==> config.mk <==
export PLATFORM = sky130hd
export DESIGN_NAME = irq_gate_top
export DESIGN_NICKNAME = d
export VERILOG_FILES = /design/src/rtl/irq_gate_pkg.sv /design/src/rtl/irq_status_bank.sv /design/src/rtl/irq_gen_eval.sv /design/src/rtl/irq_dma_eval.sv /design/src/rtl/irq_gate_top.sv
export SDC_FILE = /design/constraint.sdc
export NUM_CORES = 1
export LEC_CHECK = 0
export ABC_AREA = 1
export BUFFER_PORTS_ARGS = -buffer_cell sky130_fd_sc_hd__buf_2
export CORE_ASPECT_RATIO = 0.8
export CORE_MARGIN = 2
export CORE_UTILIZATION = 44
export CTS_BUF_LIST = sky130_fd_sc_hd__clkbuf_8
export CTS_CLUSTER_SIZE = 30
export DETAILED_ROUTE_END_ITERATION = 8
export PLACE_DENSITY = 0.92
export SYNTH_ARGS = -nofsm -noshare
export SYNTH_HDL_FRONTEND = slang
export SYNTH_SLANG_ARGS = --single-unit
==> constraint.sdc <==
create_clock -name clk -period 2.05 [get_ports clk]
set_clock_uncertainty 0.1 [all_clocks]
set_input_delay 0.41 -clock clk [delete_from_list [all_inputs] [get_ports clk]]
set_output_delay 0.41 -clock clk [all_outputs]
set_load 0.05 [all_outputs]
==> src/rtl/irq_gate_pkg.sv <==
package irq_gate_pkg;
    localparam int CPU_W = 32;
    localparam int VEC_W = 12;
    localparam int GEN_EN_BIT = 10;
    localparam logic [CPU_W-1:0] DMA_CPU_SEL   = 32'h0001_0807;
    localparam logic [CPU_W-1:0] DMA_CPU_MATCH = 32'h0001_0801;
    localparam logic [VEC_W-1:0] GEN_VEC = 12'h400;
    localparam logic [VEC_W-1:0] DMA_VEC = 12'h800;

    typedef struct packed {
        logic             req;
        logic [VEC_W-1:0] vec;
    } exc_out_t;

    function automatic logic dma_cpu_ok(input logic [CPU_W-1:0] s);
        return (s & DMA_CPU_SEL) == DMA_CPU_MATCH;
    endfunction

    function automatic exc_out_t make_exc(input logic req, input logic [VEC_W-1:0] v);
        exc_out_t e;
        e.req = req;
        e.vec = req ? v : '0;
        return e;
    endfunction
endpackage

==> src/rtl/irq_status_bank.sv <==
module irq_status_bank #(
    parameter int W = 16
) (
    input  logic         clk,
    input  logic         rst,
    input  logic [W-1:0] set_i,
    input  logic         ack_we,
    input  logic [W-1:0] ack_bits,
    input  logic         mask_we,
    input  logic [W-1:0] mask_bits,
    output logic [W-1:0] stat_o,
    output logic [W-1:0] mask_o
);
    logic [W-1:0] clr;
    assign clr = ack_we ? ack_bits : '0;

    always_ff @(posedge clk) begin
        if (rst) begin
            stat_o <= '0;
            mask_o <= '0;
        end else begin
            stat_o <= (stat_o & ~clr) | set_i;
            if (mask_we) mask_o <= mask_o ^ mask_bits;
        end
    end

    AST_SET_STICKS: assert property (@(posedge clk) disable iff (rst)
        (|set_i) |=> ((stat_o & $past(set_i)) == $past(set_i)));
    AST_ACK_CLEARS: assert property (@(posedge clk) disable iff (rst)
        ack_we |=> ((stat_o & $past(ack_bits & ~set_i)) == '0));
endmodule

==> src/rtl/irq_gen_eval.sv <==
module irq_gen_eval
    import irq_gate_pkg::*;
#(
    parameter int GEN_W   = 16,
    parameter int CAP_SRC = 1
) (
    input  logic             clk,
    input  logic             rst,
    input  logic             cpu_en,
    input  logic [GEN_W-1:0] stat,
    input  logic [GEN_W-1:0] mask,
    output exc_out_t         exc_o,
    output logic             capture_o,
    output logic             spurious_o
);
    logic req_q, any_pend, hit, req_d;

    assign any_pend = |stat;
    assign hit      = |(stat & mask);
    assign req_d    = cpu_en & any_pend & hit;

    always_ff @(posedge clk) begin
        if (rst) begin
            req_q      <= 1'b0;
            capture_o  <= 1'b0;
            spurious_o <= 1'b0;
        end else begin
            req_q      <= req_d;
            capture_o  <= req_d & ~req_q & stat[CAP_SRC];
            spurious_o <= cpu_en & ~any_pend;
        end
    end

    assign exc_o = make_exc(req_q, GEN_VEC);

    AST_GEN_NEEDS_EN: assert property (@(posedge clk) disable iff (rst)
        exc_o.req |-> $past(cpu_en));
    AST_CAPTURE_ON_RISE: assert property (@(posedge clk) disable iff (rst)
        capture_o |-> (exc_o.req && !$past(exc_o.req)));
    AST_SPURIOUS_EXCL: assert property (@(posedge clk) disable iff (rst)
        spurious_o |-> !exc_o.req);
    AST_GEN_VECTOR: assert property (@(posedge clk) disable iff (rst)
        exc_o.req |-> (exc_o.vec == GEN_VEC));
endmodule

==> src/rtl/irq_dma_eval.sv <==
module irq_dma_eval
    import irq_gate_pkg::*;
#(
    parameter int DMA_W = 16
) (
    input  logic             clk,
    input  logic             rst,
    input  logic [CPU_W-1:0] cpu_status,
    input  logic             dma_enable,
    input  logic [DMA_W-1:0] stat,
    input  logic [DMA_W-1:0] mask,
    output exc_out_t         exc_o
);
    localparam int ERR_BIT = DMA_W - 1;

    logic req_q, pend;
    assign pend = (|(stat & mask)) | stat[ERR_BIT];

    always_ff @(posedge clk) begin
        if (rst) req_q <= 1'b0;
        else     req_q <= dma_cpu_ok(cpu_status) & dma_enable & pend;
    end

    assign exc_o = make_exc(req_q, DMA_VEC);

    AST_DMA_CPU_PATTERN: assert property (@(posedge clk) disable iff (rst)
        exc_o.req |-> $past((cpu_status & DMA_CPU_SEL) == DMA_CPU_MATCH));
    AST_DMA_MASTER_EN: assert property (@(posedge clk) disable iff (rst)
        exc_o.req |-> $past(dma_enable));
endmodule

==> src/rtl/irq_gate_top.sv <==
module irq_gate_top
    import irq_gate_pkg::*;
#(
    parameter int GEN_W = 16,
    parameter int DMA_W = 16
) (
    input  logic             clk,
    input  logic             rst,
    input  logic [GEN_W-1:0] gen_src_pulse,
    input  logic [DMA_W-1:0] dma_src_pulse,
    input  logic [31:0]      cpu_status,
    input  logic             dma_enable,
    input  logic             gen_ack_we,
    input  logic [GEN_W-1:0] gen_ack_bits,
    input  logic             gen_mask_we,
    input  logic [GEN_W-1:0] gen_mask_bits,
    input  logic             dma_ack_we,
    input  logic [DMA_W-1:0] dma_ack_bits,
    input  logic             dma_mask_we,
    input  logic [DMA_W-1:0] dma_mask_bits,
    output logic             gen_exc_req,
    output logic [11:0]      gen_exc_vec,
    output logic             dma_exc_req,
    output logic [11:0]      dma_exc_vec,
    output logic             timer_capture,
    output logic             gen_spurious,
    output logic [GEN_W-1:0] gen_status,
    output logic [GEN_W-1:0] gen_mask,
    output logic [DMA_W-1:0] dma_status,
    output logic [DMA_W-1:0] dma_mask
);
    exc_out_t gen_exc, dma_exc;

    irq_status_bank #(.W(GEN_W)) u_gen_bank (
        .clk(clk), .rst(rst), .set_i(gen_src_pulse),
        .ack_we(gen_ack_we), .ack_bits(gen_ack_bits),
        .mask_we(gen_mask_we), .mask_bits(gen_mask_bits),
        .stat_o(gen_status), .mask_o(gen_mask));

    irq_status_bank #(.W(DMA_W)) u_dma_bank (
        .clk(clk), .rst(rst), .set_i(dma_src_pulse),
        .ack_we(dma_ack_we), .ack_bits(dma_ack_bits),
        .mask_we(dma_mask_we), .mask_bits(dma_mask_bits),
        .stat_o(dma_status), .mask_o(dma_mask));

    irq_gen_eval #(.GEN_W(GEN_W), .CAP_SRC(1)) u_gen_eval (
        .clk(clk), .rst(rst), .cpu_en(cpu_status[GEN_EN_BIT]),
        .stat(gen_status), .mask(gen_mask), .exc_o(gen_exc),
        .capture_o(timer_capture), .spurious_o(gen_spurious));

    irq_dma_eval #(.DMA_W(DMA_W)) u_dma_eval (
        .clk(clk), .rst(rst), .cpu_status(cpu_status), .dma_enable(dma_enable),
        .stat(dma_status), .mask(dma_mask), .exc_o(dma_exc));

    assign gen_exc_req = gen_exc.req;
    assign gen_exc_vec = gen_exc.vec;
    assign dma_exc_req = dma_exc.req;
    assign dma_exc_vec = dma_exc.vec;

    AST_DMA_VECTOR: assert property (@(posedge clk) disable iff (rst)
        dma_exc_req |-> (dma_exc_vec == 12'h800));
    AST_DROP_AFTER_DISABLE: assert property (@(posedge clk) disable iff (rst)
        !cpu_status[GEN_EN_BIT] |=> !gen_exc_req);
endmodule

==> flow_summary_export.csv <==
group,metric,value,unit
status,status,"complete, no violations",
logic_synthesis,synth_area_leader_cell,"dfxtp_1",
logic_synthesis,yosys-top-cells-area,"dfxtp_1 (46%), nand2_1 (14%), a21oi_1 (11%)",
detailed_routing,ant_nets,0,
clock_network,clk_latency,0.33,ns
clock_network,postCtsHoldBufs,0,
clock_network,cts_setup_buffers,0,
floorplan,num_io_pins,227,
logic_synthesis,synth.most_common_cell,"nand2_1",
final_layout,n_antenna_cell,0,
clock_network,root_buffer,"clkbuf_8",
clock_network,clkTransAtPathRegs,0.07,ns
global_route,grt_first_pass_wirelength,12.38,mm
floorplan,die_h,77.74,um
detailed_routing,via_per_inst,4.789,
setup_path,cp-end-kind,"output port",
logic_synthesis,synth-async-reset-ratio,0,%
floorplan,core_area,6474,sq um
logic_synthesis,avgSynthCellArea,7.086,sq um
floorplan,die_area,7476,sq um
clock_network,clk_path_buf_depth,2,
sta,rsz0062_at_grt,"no",
setup_path,r2r_start,"u_gen_bank.stat_o[10]$_SDFF_PP0_",
global_route,use_met2,38.89,%
logic_synthesis,synth_common_cells,"nand2_1 (115), nor2_1 (78), dfxtp_1 (68)",
setup_path,cp-start-kind,"register",
setup_path,cp_data_arrival_time,1.07,ns
detailed_routing,wl_per_cell,11.96,um
global_route,overflow,0,
sta,fmax,0.6320,GHz
floorplan,die_w,96.17,um
logic_synthesis,yosys_warnings,0,
sta,min_period,1.582,ns
logic_synthesis,synth_edf_count,0,
logic_synthesis,yosysSeqAreaShare,45.52,%
global_route,grt_util_met3,6.408,%
setup_path,worstPathBufferInverterCount,1,
power_and_ir_drop,p_leak,2.131,nW
floorplan,floorplan.rows,26,
logic_synthesis,synth_ff_type,"dfxtp_1",
sta,period_share,77.19,%
detailed_routing,drtIter0Drc,105,
setup_path,startpoint,"u_gen_bank.stat_o[3]$_SDFF_PP0_",
sta,final.setup.tns,0,ns
placed_design,pre_cts_ws,0.3754,ns
global_route,track_usage,21.23,%
worst_hold_path,worstHoldStart,"dma_src_pulse[2]",
sta,hold_violations,0,
sta,tightest_slew,0.5114,ns
sta,final.hold.worst_slack,0.1828,ns
detailed_routing,drtPass1Iterations,4,
placed_design,place.gp.congestion,0.7800,
global_route,first_global_vias,2882,
sta,setup_viol_count_final,0,
clock_network,cts_resized,0,
final_layout,n_fill_cell,589,
final_layout,fin_nets,727,
logic_synthesis,synthCells,422,
placed_design,numPlacedInstances,665,
setup_path,path_cells,"buf_2",
global_route,grt_max_degree,34,
logic_synthesis,syn-cell-area,2990,sq um
final_layout,synthToLayoutAreaGrowth,32.26,%
setup_path,slowest_delay,0.44,ns
setup_path,slowest_stage,"dfxtp_1",
logic_synthesis,yosys.area.top_type_share,45.52,%
setup_path,critical_path_class,"register to output port",
detailed_routing,vias,3261,
clock_network,cts_tree,"yes",
global_route,grt_util_met1,22.68,%
power_and_ir_drop,peakVddDrop,0.5010,mV
sta,slew_headroom,65.91,%
worst_hold_path,hold_class,"primary input to register",
detailed_routing,drt-total-wl,8.148,mm
logic_synthesis,synth_cell_types,15,
clock_network,cts_max_level,3,
placed_design,portBuffers,178,
final_layout,drive_above_1_share,32.66,%
setup_path,cp_max_fo,4,
placed_design,dp_hpwl,6.288,mm
power_and_ir_drop,powerDensity,865.0,nW/um^2
sta,slew_violations,0,
setup_path,worst_path_dominant_cell_family,"flip-flops",
clock_network,numCtsBuffers,9,
detailed_routing,drc,0,
floorplan,floorplan.initialDensity,46.19,%
global_route,grt.busiest_layer,"met2",
logic_synthesis,ys_seq_elements,68,
clock_network,cts.sinks,68,
sta,postLayoutSetupSlackWorst,0.4677,ns
final_layout,stdcell_count,681,
global_route,antenna_found_initial,0,
run,drv_cap,0,
setup_path,crit_required,1.54,ns
[stage by stage]
stage / instance area, sq um / util (%) / power (mW)
floorplan: 3069 / - / 2.183
global placement: 3761 / 58.10 / 2.371
detailed placement: 3761 / 58.10 / 2.391
CTS: 3955 / 61.09 / 3.456
global route: 3955 / 61.09 / 3.583
finish: 3955 / 61.09 / 3.421
[final cells by class]
class | instances | area (sq um) | area share, %
Clock buffer | 10 | 137.6 | 3.480
Clock inverter | 6 | 56.30 | 1.424
Inverter | 15 | 61.31 | 1.550
Multi-Input combinational cell | 319 | 1335 | 33.76
Sequential cell | 68 | 1361 | 34.42
Tap cell | 84 | 105.1 | 2.657
Timing Repair Buffer | 179 | 898.4 | 22.71
[report_power, final]
part	switching [mW]	internal [mW]	leakage [nW]	total, mW
registers	0.0881	1.41	0.565	1.50
clock network	0.475	0.584	0.109	1.06
logic	0.635	0.225	1.46	0.860
[layout by cell type (no fill, tap or decap), drive strengths merged]
master,synthesis,routed
inv,14,16
o21ai,5,5
clkbuf,0,10
nand4,5,5
dfxtp,68,68
a21oi,66,66
nand3,27,27
conb,1,22
buf,41,179
nor2,79,79
bufinv,0,1
nand2,115,115
clkinv,1,4
[path summary, 6_finish.rpt]
check	to	slack, ns	cells past startpoint
worst max-delay path	gen_status[3]	0.47	1
worst min-delay path	u_dma_bank.stat_o[2]$_SDFF_PP0_	0.18	3
worst max register to register	u_gen_eval.req_q$_SDFF_PP0_	0.89	8
worst min register to register	u_dma_bank.mask_o[9]$_SDFFE_PP0P_	0.39	2
[metal layers]
metal,up-vias,part of all wire (%)
met5,-,0
met4,0,1.0
met3,9,9.3
met2,149,50
met1,1452,40
li1,1651,-
[logic make-up after synthesis]
family          share of synthesized area [%]
compound gates                          11.88
buf+inv                                 12.47
simple gates                            30.00
other cells                            0.1254
flops                                   45.52
[tightest hold or removal path: cells and delay by family]
family          cells  cell delay, ns
compound gates      1            0.03
buf+inv             1            0.08
simple gates        1            0.06
[sequential cells by signal (all words and copies together) (netlist names)]
register	flops
u_dma_bank.mask_o	16
u_dma_bank.stat_o	16
u_dma_eval.req_q	1
u_gen_bank.mask_o	16
u_gen_bank.stat_o	16
u_gen_eval.capture_o	1
u_gen_eval.req_q	1
u_gen_eval.spurious_o	1
(Power assumes the default switching activity.)
